### src/rtl/gpio_irq_pkg.sv
package gpio_irq_pkg;
  localparam int ADDR_W = 3;

  typedef enum logic [ADDR_W-1:0] {
    A_OUT   = 3'd0,
    A_DIR   = 3'd1,
    A_IN    = 3'd2,
    A_MASK  = 3'd3,
    A_TRIG  = 3'd4,
    A_EDGE  = 3'd5,
    A_LVL   = 3'd6,
    A_STAT  = 3'd7
  } reg_sel_e;
endpackage

### src/rtl/gpio_sync.sv
module gpio_sync #(
  parameter int W      = 16,
  parameter int STAGES = 2
) (
  input  logic         clk,
  input  logic         rst,
  input  logic [W-1:0] d,
  output logic [W-1:0] q
);
  logic [W-1:0] stg [STAGES];

  always_ff @(posedge clk) begin
    if (rst) begin
      for (int i = 0; i < STAGES; i++) stg[i] <= '0;
    end else begin
      stg[0] <= d;
      for (int i = 1; i < STAGES; i++) stg[i] <= stg[i-1];
    end
  end

  assign q = stg[STAGES-1];
endmodule

### src/rtl/gpio_trig_detect.sv
module gpio_trig_detect #(
  parameter int W = 16
) (
  input  logic         clk,
  input  logic         rst,
  input  logic [W-1:0] samp,
  input  logic [W-1:0] trig_edge,
  input  logic [W-1:0] edge_rise,
  input  logic [W-1:0] lvl_high,
  input  logic [W-1:0] mask,
  output logic [W-1:0] hit
);
  logic [W-1:0] prev_q;

  always_ff @(posedge clk) begin
    if (rst) prev_q <= '0;
    else     prev_q <= samp;
  end

  for (genvar g = 0; g < W; g++) begin : g_pin
    logic rise, fall, cond;
    always_comb begin
      rise = samp[g] & ~prev_q[g];
      fall = ~samp[g] & prev_q[g];
      if (trig_edge[g]) cond = edge_rise[g] ? rise : fall;
      else              cond = lvl_high[g] ? samp[g] : ~samp[g];
      hit[g] = cond & ~mask[g];
    end
  end

  AST_EDGE_NEEDS_CHANGE: assert property (@(posedge clk) disable iff (rst)
    ((hit & trig_edge & ~(samp ^ prev_q)) == '0));
  AST_LEVEL_MATCHES_PIN: assert property (@(posedge clk) disable iff (rst)
    ((hit & ~trig_edge & (samp ^ lvl_high)) == '0));
endmodule

### src/rtl/gpio_irq_bank.sv
module gpio_irq_bank
  import gpio_irq_pkg::*;
#(
  parameter int NUM_PINS    = 16,
  parameter int SYNC_STAGES = 2
) (
  input  logic                clk,
  input  logic                rst,
  input  logic [ADDR_W-1:0]   reg_addr,
  input  logic                reg_wr,
  input  logic [NUM_PINS-1:0] reg_wdata,
  output logic [NUM_PINS-1:0] reg_rdata,
  input  logic [NUM_PINS-1:0] pin_in,
  output logic [NUM_PINS-1:0] pin_out,
  output logic [NUM_PINS-1:0] pin_oe,
  output logic                irq_out
);
  localparam logic [NUM_PINS-1:0] ALL_ONES = '1;

  logic [NUM_PINS-1:0] out_q, dir_q, mask_q, trig_q, edge_q, lvl_q, stat_q;
  logic [NUM_PINS-1:0] samp, hit, keep;
  logic                irq_q;
  reg_sel_e            sel;

  assign sel = reg_sel_e'(reg_addr);

  gpio_sync #(.W(NUM_PINS), .STAGES(SYNC_STAGES)) u_sync (
    .clk(clk), .rst(rst), .d(pin_in), .q(samp)
  );

  gpio_trig_detect #(.W(NUM_PINS)) u_det (
    .clk(clk), .rst(rst), .samp(samp), .trig_edge(trig_q),
    .edge_rise(edge_q), .lvl_high(lvl_q), .mask(mask_q), .hit(hit)
  );

  always_ff @(posedge clk) begin
    if (rst) begin
      out_q  <= '0;
      dir_q  <= '0;
      mask_q <= ALL_ONES;
      trig_q <= '0;
      edge_q <= '0;
      lvl_q  <= '0;
    end else if (reg_wr) begin
      case (sel)
        A_OUT:  out_q  <= reg_wdata;
        A_DIR:  dir_q  <= reg_wdata;
        A_MASK: mask_q <= reg_wdata;
        A_TRIG: trig_q <= reg_wdata;
        A_EDGE: edge_q <= reg_wdata;
        A_LVL:  lvl_q  <= reg_wdata;
        default: ;
      endcase
    end
  end

  assign keep = (reg_wr && sel == A_STAT) ? reg_wdata : ALL_ONES;

  always_ff @(posedge clk) begin
    if (rst) begin
      stat_q <= '0;
      irq_q  <= 1'b0;
    end else begin
      stat_q <= (stat_q & keep) | hit;
      irq_q  <= |stat_q;
    end
  end

  always_ff @(posedge clk) begin
    if (rst) reg_rdata <= '0;
    else begin
      case (sel)
        A_OUT:  reg_rdata <= out_q;
        A_DIR:  reg_rdata <= dir_q;
        A_IN:   reg_rdata <= samp;
        A_MASK: reg_rdata <= mask_q;
        A_TRIG: reg_rdata <= trig_q;
        A_EDGE: reg_rdata <= edge_q;
        A_LVL:  reg_rdata <= lvl_q;
        A_STAT: reg_rdata <= stat_q;
        default: reg_rdata <= '0;
      endcase
    end
  end

  assign pin_out = out_q;
  assign pin_oe  = dir_q;
  assign irq_out = irq_q;

  AST_OE_ONLY_BY_WRITE: assert property (@(posedge clk) disable iff (rst)
    !$stable(pin_oe) |-> $past(reg_wr && reg_addr == A_DIR));
  AST_SET_NEEDS_UNMASK: assert property (@(posedge clk) disable iff (rst)
    ((~$past(stat_q) & stat_q & $past(mask_q)) == '0));
  AST_CLEAR_NEEDS_WRITE: assert property (@(posedge clk) disable iff (rst)
    (($past(stat_q) & ~stat_q) != '0) |-> $past(reg_wr && reg_addr == A_STAT));
  AST_IRQ_FOLLOWS_STAT: assert property (@(posedge clk) disable iff (rst)
    (stat_q != '0) |=> irq_out);
  AST_IRQ_DROPS: assert property (@(posedge clk) disable iff (rst)
    (stat_q == '0) |=> !irq_out);
endmodule

### config.mk
export PLATFORM = sky130hd
export DESIGN_NAME = gpio_irq_bank
export DESIGN_NICKNAME = d
export VERILOG_FILES = /design/src/rtl/gpio_irq_pkg.sv /design/src/rtl/gpio_sync.sv /design/src/rtl/gpio_trig_detect.sv /design/src/rtl/gpio_irq_bank.sv
export SDC_FILE = /design/constraint.sdc
export NUM_CORES = 1
export LEC_CHECK = 0
export ABC_AREA = 1
export CAP_MARGIN = 25
export CELL_PAD_IN_SITES_DETAIL_PLACEMENT = 0
export CELL_PAD_IN_SITES_GLOBAL_PLACEMENT = 1
export CORE_UTILIZATION = 41
export CTS_CLUSTER_SIZE = 40
export DETAILED_ROUTE_END_ITERATION = 12
export DONT_BUFFER_PORTS = 1
export PLACE_DENSITY = 0.71
export REMOVE_ABC_BUFFERS = 1
export SLEW_MARGIN = 10
export SYNTH_ARGS = -nofsm -noshare
export SYNTH_HDL_FRONTEND = slang
export SYNTH_SLANG_ARGS = --single-unit
### constraint.sdc
create_clock -name clk -period 1.3 [get_ports clk]
set_clock_uncertainty 0.1 [all_clocks]
set_input_delay 0.13 -clock clk [delete_from_list [all_inputs] [get_ports clk]]
set_output_delay 0.13 -clock clk [all_outputs]
set_load 0.01 [all_outputs]
==> impl_metrics.csv, run 1 <==
group,metric,value,unit
logic_synthesis,synth_area_per_cell,7.05,sq um
cells_and_area,finish.utilization,52.4,%
pwr,ir_drop,0.944,mV
detailed_routing,drtPass1Iterations,5,
detailed_routing,drc_errors,0,
pwr,p_leak,4.00,nW
placed_design,gp_congestion,0.788,
cts,worstSkewPairLatency,0.43,ns
die,die_y,138,um
setup_path,worst_ep_required_time,1.57,ns
setup_path,r2r_slack,0.06,ns
die,core_area,18000,sq um
placed_design,detailedPlacementHpwl,14600,um
cts,cts_num_sinks,177,
setup_path,cp_max_fo,5,
die,floorplan.die.width,138,um
cells_and_area,fin_nets,1176,
cells_and_area,layout_stage_area_growth_over_the_synthesis_result,24.7,%
sta,worst_hold_slack,-0.0765,ns
logic_synthesis,netlist.area_leader.share,46.7,%
sta,postLayoutSetupSlackWorst,0.0604,ns
min_path,hold-path-cell-count,4,
global_routing,first_global_vias,7017,
logic_synthesis,synth.yosys.seq_area_share,46.7,%
global_routing,grt_first_pass_wirelength,38500,um
logic_synthesis,synth.most_common_cell,"dfxtp_1",
logic_synthesis,synthFlopType,"dfxtp_1",
min_path,worst_hold_path_type,"primary input to flip-flop",
detailed_routing,vias,7392,
detailed_routing,via_per_inst,5.36,
placed_design,detailedPlace.worstSlack,0.0998,ns
cts,numCtsBuffers,17,
die,start_util,42.1,%
logic_synthesis,synth_edf_count,0,
min_path,worst_hold_path.endpoint,"reg_rdata[7]",
setup_path,timing.reg2reg.worst_path_depth,3,
sta,rsz0062_at_grt,"no",
die,number_of_i_o_pins,87,
run,max_cap_violations,0,
global_routing,number_of_antenna_violations_at_the_first_check_in_global_routing,1,
logic_synthesis,post_synth_main_area_contributors,"dfxtp_1, nor2_1, o21ai_0, nand3_1, inv_1",
global_routing,globalRouteTotalUtil,26.9,%
global_routing,largest_net_degree_at_the_start_of_global_routing,56,
outcome,failed_checks,"negative hold slack",
global_routing,grt-ovfl-total,0,
setup_path,timing.critical_path.slowest_cell_delay,0.54,ns
sta,layout_worst_path_cycle_share,95.4,%
logic_synthesis,synth_common_cells,"dfxtp_1, nor2_1, inv_1",
detailed_routing,detail_route.iter0.violations,447,
cts,worst_setup_hold_path_clk_slew,0.07,ns
detailed_routing,detail_route.wl_per_cell,17.9,um
setup_path,timing.rr.end,"u_det.prev_q[6]",
setup_path,crit_path_cell_trace,"inv_1, nor2_1, dlygate4sd3_1",
cts,clock_tree.root_cell,"clkbuf_16",
sta,max-slew-margin-rel,76.8,%
setup_path,worst_path_dominant_cell_family,"buffers and inverters",
sta,max_clock_freq,807,MHz
logic_synthesis,synth.yosys.warnings,0,
setup_path,cp.buffers_inverters,2,
sta,max_slew.worst_pin.slew,0.347,ns
die,fp-row-count,49,
cts,htree_num_levels,4,
sta,finalSetupViolCount,0,
logic_synthesis,synth_cell_type_count,19,
setup_path,path_class,"flip-flop to flip-flop",
min_path,hold_path_startpoint,"reg_addr[1]",
setup_path,setup.worst_path.start_class,"flip-flop",
cells_and_area,final_layout_size_suffix_gt1_share,8.43,%
pwr,cellPowerDensity,1350,nW/um^2
die,die_area,19000,sq um
setup_path,r2r_start,"u_sync.stg[0][22]",
setup_path,slowest_stage,"dlygate4sd3_1",
logic_synthesis,synth.ff_latch_count,177,
sta,post-route-min-period,1.24,ns
placed_design,count_of_input_and_output_buffers,0,
detailed_routing,wl,24700,um
pwr,totalPowerFinal,12.7,mW
logic_synthesis,post_synth_inst_count,1076,
detailed_routing,final_antenna_net_count,0,
setup_path,critical_path_arrival,1.51,ns
logic_synthesis,synthArstFlopShare,0,%
setup_path,endpoint_kind,"flip-flop",
cts,tritoncts,"done",
sta,hold_viol,16,
logic_synthesis,syn_area,7580,sq um
logic_synthesis,leading_area_contributor_after_synthesis,"dfxtp_1",
outcome,outcome,"finished, violations left",
cts,longest_clk_path_bufs,2,
sta,report.final.slew_viol_count,0,
[report_power, final]
part	total [mW]	switching, mW	internal [mW]
Sequential	5.85	0.206	5.65
Clock	5.79	2.17	3.62
Combinational	1.09	0.647	0.446
Total	12.7	3.02	9.71
[sequential cells by signal, summed over array words and instances, names as in the netlist]
signal and count:
edge_q 16, irq_out 1, lvl_q 16, mask_q 16, pin_oe 16, pin_out 16
reg_rdata 16, stat_q 16, trig_q 16, u_det.prev_q 16, u_sync.stg 32
[worst min-delay path, stage by stage]
cell and delay (ns):
nand4_1 0.08, nand2_1 0.05, nor2_1 0.07, a21oi_1 0.06
[cell type report]
type / instances / area, sq um
timing repair buffer: 111 / 1180
inverter: 134 / 503
multi-input combinational: 697 / 3260
fill: 1813 / 8570
clock buffer: 23 / 488
sequential: 177 / 3560
tap: 229 / 287
clock inverter: 8 / 174
antenna: 1 / 2.50
[how the worst max path moves through the flow]
stage / from / end / slack, ns / cells past startpoint
CTS: u_sync.stg[0][16] / u_det.prev_q[0] / 0.02 / 3
global route: u_sync.stg[0][25] / u_det.prev_q[9] / 0.004 / 3
finish: u_sync.stg[0][22] / u_det.prev_q[6] / 0.06 / 3
global placement: reg_addr[0] / edge_q[1] / 0.12 / 6
detailed placement: reg_addr[0] / edge_q[8] / 0.1 / 6
floorplan: reg_addr[2] / pin_out[0] / -0.56 / 4
[cell families after synthesis]
group / count (synthesis) / share of synthesized area [%]
AO/OA/AOI/OAI: 224 / 14.8
flip-flops: 177 / 46.7
buffers and inverters: 202 / 10.4
AND/OR/NAND/NOR: 473 / 28.1
[what timing repair did]
item,4_1_cts,5_1_grt
hold endpoints to repair,177,16
endpoints found under the setup margin,0,14
hold buffers,72,1
resized for setup,0,16
buffers inserted,0,0
[per-stage QoR]
| stage | setup TNS (ns) | area, sq um | instances |
|---|---|---|---|
| after floorplan | -40.06 | 7300 | 1008 |
| final | 0 | 9450 | 1380 |
| after detailed placement | 0 | 7990 | 1275 |
| after CTS | 0 | 9410 | 1378 |
| after global placement | 0 | 7990 | 1275 |
| after global routing | 0 | 9450 | 1380 |
[metal layers]
metal  global-route usage (%)  vias to the layer above  share of wire, %
met5                        0                        -                 0
met4                     8.33                        0               1.8
met3                     5.88                       37               5.6
met2                     43.8                      215                47
met1                     35.4                     3469                46
li1                         -                     3671                 -
[cell usage in the layout, fill, tap and decap left out]
cell              n
dfxtp_2          13
clkbuf_1          2
nand3_1          99
inv_2             5
nor3_4            1
dfxtp_4           1
clkbuf_16        17
nor2_4            3
buf_12           12
o21ai_1           7
o21ai_0         121
clkbuf_8          4
a21oi_1          96
nor2_2            1
inv_1           129
clkinvlp_4        2
nor3_1           16
bufinv_16         5
buf_4            29
nand4_1          66
inv_6             1
nor2_1          170
nand2_1         115
dfxtp_1         163
nand3_2           2
diode_2           1
buf_16            1
dlymetal6s4s_1    1
dlygate4sd3_1    68
Power figures use the tool's default switching activity.
==> run 2: changes to the inputs <==
ABC_AREA = not set   (was 1)
CORE_UTILIZATION = 44   (was 41)
PLACE_DENSITY = 0.72   (was 0.71)
==> impl_metrics.csv, run 2 <==
group,metric,value,unit
sta,max_clock_freq,776,MHz
logic_synthesis,synthAdderAreaFrac,0,%
logic_synthesis,synth_common_cells,"dfxtp_1, nand2_1, a21oi_1",
setup_path,r2r_slack,0.01,ns
setup_path,endpoint_kind,"flip-flop",
logic_synthesis,netlist.area_leader.share,47.2,%
detailed_routing,via_per_inst,5.59,
pwr,power.internal,9.24,mW
sta,hold_viol,112,
die,floorplan.die.width,133,um
outcome,outcome,"finished, violations left",
cells_and_area,largest_register_ffs,32,
cts,htree_num_levels,4,
die,fp-row-count,47,
pwr,switching_share,23.0,%
pwr,p_leak,3.61,nW
pwr,ir_drop,0.982,mV
die,core_area,16600,sq um
die,die_y,133,um
setup_path,critical_path.startpoint,"edge_q[1]",
setup_path,worst_ep_required_time,1.58,ns
sta,layout_worst_path_cycle_share,99.2,%
logic_synthesis,post_synth_main_area_contributors,"dfxtp_1, nand2_1, mux2i_1, a21oi_1, nor2b_1",
detailed_routing,vias,6422,
pwr,totalPowerFinal,12.0,mW
run,max_cap_violations,0,
pwr,clockPowerShare,44.6,%
setup_path,cp_max_fo,3,
global_routing,grt_first_pass_wirelength,34300,um
logic_synthesis,synthXorXnorAreaFrac,1.87,%
min_path,hold_path_startpoint,"rst",
sta,rsz0062_at_grt,"yes",
sta,post-route-min-period,1.29,ns
logic_synthesis,synth_area_per_cell,9.19,sq um
global_routing,first_global_vias,6404,
placed_design,detailedPlace.worstSlack,-0.324,ns
logic_synthesis,synth.ff_latch_count,177,
cts,worstSkewPairLatency,0.44,ns
placed_design,detailedPlacementHpwl,13000,um
logic_synthesis,largest_family_of_logic_cells_by_synthesized_area,"simple AND/OR/NAND/NOR gates",
setup_path,timing.rr.end,"edge_q[1]",
logic_synthesis,fraction_of_the_mapped_netlist_area_in_simple_logic_gates,22.0,%
cts,tritoncts,"done",
pwr,combPwrFrac,7.3,%
cts,clock_tree.root_cell,"clkbuf_16",
placed_design,gp_congestion,0.784,
detailed_routing,final_antenna_net_count,0,
global_routing,grt-ovfl-total,0,
detailed_routing,drc_errors,0,
min_path,worst_hold_path_type,"primary input to flip-flop",
setup_path,path_class,"flip-flop to flip-flop",
setup_path,critical_path_arrival,1.57,ns
detailed_routing,detail_route.wl_per_cell,19.3,um
sta,postLayoutSetupSlackWorst,0.0106,ns
logic_synthesis,synthArstFlopShare,0,%
logic_synthesis,syn_area,7510,sq um
logic_synthesis,synthFlopType,"dfxtp_1",
cts,numCtsBuffers,17,
logic_synthesis,synth_edf_count,0,
cells_and_area,fin_nets,954,
cells_and_area,final_layout_size_suffix_gt1_share,16.0,%
cells_and_area,layout_commonest_cell,"nand2_1",
sta,max_slew.worst_pin.slew,0.556,ns
cells_and_area,antenna_cells,0,
setup_path,r2r_start,"edge_q[1]",
logic_synthesis,synth_cell_type_count,39,
cells_and_area,layout_stage_area_growth_over_the_synthesis_result,26.5,%
sta,finalSetupViolCount,0,
logic_synthesis,post_synth_inst_count,817,
outcome,failed_checks,"negative hold slack",
detailed_routing,detail_route.iter0.violations,445,
logic_synthesis,synth.yosys.seq_area_share,47.2,%
cells_and_area,layout.cells.most_common_list,"nand2_1, dfxtp_1, dlygate4sd3_1",
logic_synthesis,complex_gate_fraction_of_the_synthesized_area,17.7,%
logic_synthesis,synth.yosys.warnings,0,
die,number_of_i_o_pins,87,
detailed_routing,drtPass1Iterations,5,
sta,max-slew-margin-rel,62.9,%
cts,cts_num_sinks,177,
cts,longest_clk_path_bufs,2,
cells_and_area,top_register,"u_sync.stg",
sta,report.final.slew_viol_count,0,
setup_path,setup.worst_path.start_class,"flip-flop",
die,die_area,17600,sq um
logic_synthesis,synth.most_common_cell,"dfxtp_1",
setup_path,timing.reg2reg.worst_path_depth,3,
global_routing,globalRouteTotalUtil,25.4,%
global_routing,number_of_antenna_violations_at_the_first_check_in_global_routing,0,
die,start_util,45.1,%
pwr,total_switching_power,2.76,mW
logic_synthesis,leading_area_contributor_after_synthesis,"dfxtp_1",
pwr,cellPowerDensity,1260,nW/um^2
pwr,share_seq_of_total_power,48.1,%
min_path,worst_hold_path.endpoint,"reg_rdata[10]",
logic_synthesis,synth.mux.area_fraction,6.43,%
min_path,hold-path-cell-count,1,
detailed_routing,wl,22200,um
cts,worst_setup_hold_path_clk_slew,0.07,ns
placed_design,count_of_input_and_output_buffers,0,
sta,worst_hold_slack,-0.283,ns
global_routing,largest_net_degree_at_the_start_of_global_routing,194,
## run 2: worst max-delay path by stage
stage,end,slack (ns),cells after the start
floorplan,pin_oe[0],-0.49,3
global placement,mask_q[6],-0.28,4
detailed placement,mask_q[6],-0.32,4
CTS,stat_q[6],0.01,3
global route,lvl_q[8],-0.03,3
finish,edge_q[1],0.01,3
## run 2: through the flow
| stage | instances | setup TNS [ns] | cell area [sq um] | util [%] | hold WS, ns |
|---|---|---|---|---|---|
| final | 1149 | 0 | 9500 | 57.1 | -0.283 |
| after global routing | 1149 | -0.0889 | 9500 | 57.1 | -0.322 |
| after CTS | 1145 | 0 | 9380 | 56.4 | -0.336 |
| after detailed placement | 1028 | -3.56 | 7910 | 47.6 | 0.119 |
| after global placement | 1028 | -2.91 | 7910 | 47.6 | 0.120 |
| after floorplan | 758 | -15.53 | 7200 | - | 0.0946 |
## run 2: worst max-delay path, stage by stage (launching register included)
cell           delay, ns
dfxtp_2             0.34
nand2_1             0.07
a21oi_2             0.15
dlygate4sd3_1       0.56
## run 2: layout make-up
| class | instances | area (sq um) |
|---|---|---|
| well taps | 220 | 275 |
| multi-input cells | 566 | 3660 |
| clock inverters | 12 | 158 |
| inverters | 15 | 56.3 |
| flip-flops and latches | 177 | 3590 |
| clock buffers | 20 | 457 |
| repair buffers | 139 | 1290 |
| fillers | 1457 | 7150 |
## run 2: repair_timing
item / in CTS / in global routing
setup endpoints to repair: 1 / 44
gates resized for setup: 1 / 49
endpoints found under the hold margin: 177 / 112
pin swaps: 0 / 1
buffers inserted: 0 / 6
hold buffers: 85 / 3
## run 2: logic make-up after synthesis
group | Yosys count
XOR/XNOR | 16
AO/OA/AOI/OAI | 192
AND/OR/NAND/NOR | 311
flip-flops | 177
buffers and inverters | 74
multiplexers | 47
## run 2: power groups by stage
stage	combinational, mW	sequential (mW)	clock (mW)
4_1_cts	0.844	5.77	5.40
5_1_grt	0.941	5.79	5.65
6_report	0.872	5.77	5.35
3_3_place_gp	0.662	5.88	0
2_1_floorplan	0.451	5.85	0
3_5_place_dp	0.674	5.89	0
## run 2: layer usage
metal	vias up	wire (um)	track usage, %
met3	26	1350	6.02
met2	204	11000	42.5
met4	0	338	9.32
li1	3063	-	-
met1	3129	9550	31.8
met5	-	0	0
==> run 3: changes to the inputs <==
--- a/config.mk
+++ b/config.mk
@@ -16,3 +16,3 @@
 export REMOVE_ABC_BUFFERS = 1
-export SLEW_MARGIN = 10
+export SLEW_MARGIN = 25
 export SYNTH_ARGS = -nofsm -noshare
==> constraint.sdc (replaced) <==
create_clock -name clk -period 1.3 [get_ports clk]
set_clock_uncertainty 0.1 [all_clocks]
set_input_delay 0.26 -clock clk [delete_from_list [all_inputs] [get_ports clk]]
set_output_delay 0.26 -clock clk [all_outputs]
set_load 0.01 [all_outputs]
==> impl_metrics.csv, run 3 (synthesized netlist as in run 2, its figures left out) <==
group,metric,value,unit
outcome,outcome,"finished, violations left",
outcome,failed_checks,"negative hold slack",
detailed_routing,vias,6466,
die,fp-row-count,47,
pwr,totalPowerFinal,11.7,mW
cells_and_area,finalNonFillerCells,1141,
cells_and_area,largest_register_ffs,32,
die,core_area,16600,sq um
placed_design,gp_congestion,0.786,
cts,numCtsBuffers,17,
sta,max-slew-margin-rel,72.9,%
min_path,worst_hold_path_type,"primary input to flip-flop",
cts,htree_num_levels,4,
detailed_routing,via_per_inst,5.67,
placed_design,count_of_input_and_output_buffers,0,
die,die_area,17600,sq um
detailed_routing,detail_route.wl_per_cell,19.5,um
cells_and_area,finish.utilization,56.3,%
cells_and_area,layout.cells.most_common_list,"nand2_1, dfxtp_1, dlygate4sd3_1",
sta,rsz0062_at_grt,"yes",
pwr,ir_drop,1.02,mV
global_routing,grt_first_pass_wirelength,34800,um
global_routing,grt-ovfl-total,0,
setup_path,critical_path_arrival,1.50,ns
cts,worstSkewPairLatency,0.43,ns
sta,max_clock_freq,780,MHz
global_routing,globalRouteTotalUtil,25.8,%
setup_path,endpoint_kind,"flip-flop",
pwr,cellPowerDensity,1250,nW/um^2
setup_path,worst_ep_required_time,1.51,ns
cells_and_area,top_register,"u_sync.stg",
placed_design,detailedPlacementHpwl,13400,um
global_routing,number_of_antenna_violations_at_the_first_check_in_global_routing,0,
cts,cts_num_sinks,177,
setup_path,setup.worst_path.start_class,"flip-flop",
die,die_y,133,um
run,max_cap_violations,0,
setup_path,path_class,"flip-flop to flip-flop",
die,floorplan.die.width,133,um
cells_and_area,final_layout_size_suffix_gt1_share,15.0,%
sta,report.final.slew_viol_count,0,
pwr,p_leak,3.55,nW
detailed_routing,detail_route.iter0.violations,473,
cts,clock_tree.root_cell,"clkbuf_16",
cells_and_area,antenna_cells,0,
detailed_routing,wl,22300,um
detailed_routing,drtPass1Iterations,5,
sta,layout_worst_path_cycle_share,98.6,%
setup_path,cp_max_fo,5,
global_routing,largest_net_degree_at_the_start_of_global_routing,194,
cells_and_area,layout_stage_area_growth_over_the_synthesis_result,24.9,%
sta,worst_hold_slack,-0.175,ns
cts,worst_setup_hold_path_clk_slew,0.07,ns
cells_and_area,fin_nets,946,
cells_and_area,layout_commonest_cell,"nand2_1",
sta,post-route-min-period,1.28,ns
cts,longest_clk_path_bufs,2,
detailed_routing,drc_errors,0,
sta,hold_viol,61,
die,start_util,45.1,%
sta,finalSetupViolCount,0,
global_routing,first_global_vias,6534,
cells_and_area,fillers,1502,
detailed_routing,final_antenna_net_count,0,
cts,post_cts_hold_buffer_count,84,
placed_design,numPlacedInstances,1026,
cts,tritoncts,"done",
die,number_of_i_o_pins,87,
sta,max_slew.worst_pin.slew,0.406,ns
[run 3: changes by cell type in the layout (fill, tap and decap cells not counted), moves of 2 or more]
| cell | before | now |
|---|---|---|
| buf_4 | 53 | 48 |
| a21oi_1 | 73 | 76 |
| a21oi_2 | 7 | 4 |
| a211oi_1 | 8 | 10 |
| a211oi_2 | 8 | 6 |
| buf_12 | 3 | 1 |
| dlygate4sd3_1 | 81 | 79 |
| nor4_1 | 4 | 2 |
| nor4_2 | 0 | 2 |
[run 3: cell type report]
cell class	instances	area, sq um	area share [%]
multi-input cells	566	3660	39.1
flip-flops and latches	177	3590	38.3
repair buffers	131	1210	12.9
clock buffers	20	447	4.77
well taps	220	275	2.94
clock inverters	12	133	1.42
inverters	15	56.3	0.601
[run 3: report_power, final]
group          internal [mW]  switching, mW  leakage, nW
sequential              5.62          0.168         1.46
clock                   2.89           2.17        0.277
combinational          0.485          0.371         1.81
[run 3: path summary, 6_finish.rpt]
path,start,endpoint,slack (ns),cells after the start
min reg2reg,lvl_q[14],lvl_q[14],0.38,2
min,rst,reg_rdata[9],-0.18,1
max reg2reg,u_sync.stg[0][30],u_det.prev_q[14],0.02,2
max,u_sync.stg[0][30],u_det.prev_q[14],0.02,2
[run 3: metrics by stage]
stage	setup slack (ns)	TNS, ns	area (sq um)
floorplan	-0.615	-22.31	7200
global placement	-0.0557	-0.792	7870
detailed placement	-0.0835	-1.40	7870
CTS	0.0185	0	9300
global route	-0.0307	-0.0436	9370
finish	0.0183	0	9370
[run 3: worst max-delay path, cell delays in order (launching register included)]
cell	delay, ns
dfxtp_2	0.35
nor2b_1	0.14
dlygate4sd3_1	0.58
[run 3: layer usage]
layer	wire, um	up-vias	GRT usage, %
met4	682	0	11.0
met1	9340	3143	30.4
met3	1610	46	7.55
li1	-	3050	-
met5	0	-	0
met2	10700	227	43.7
[run 3: what timing repair did]
item	CTS	global route
gates resized for setup	1	48
setup endpoints to repair	1	45
buffers inserted	0	3
hold endpoints to repair	177	113
pin swaps	0	4
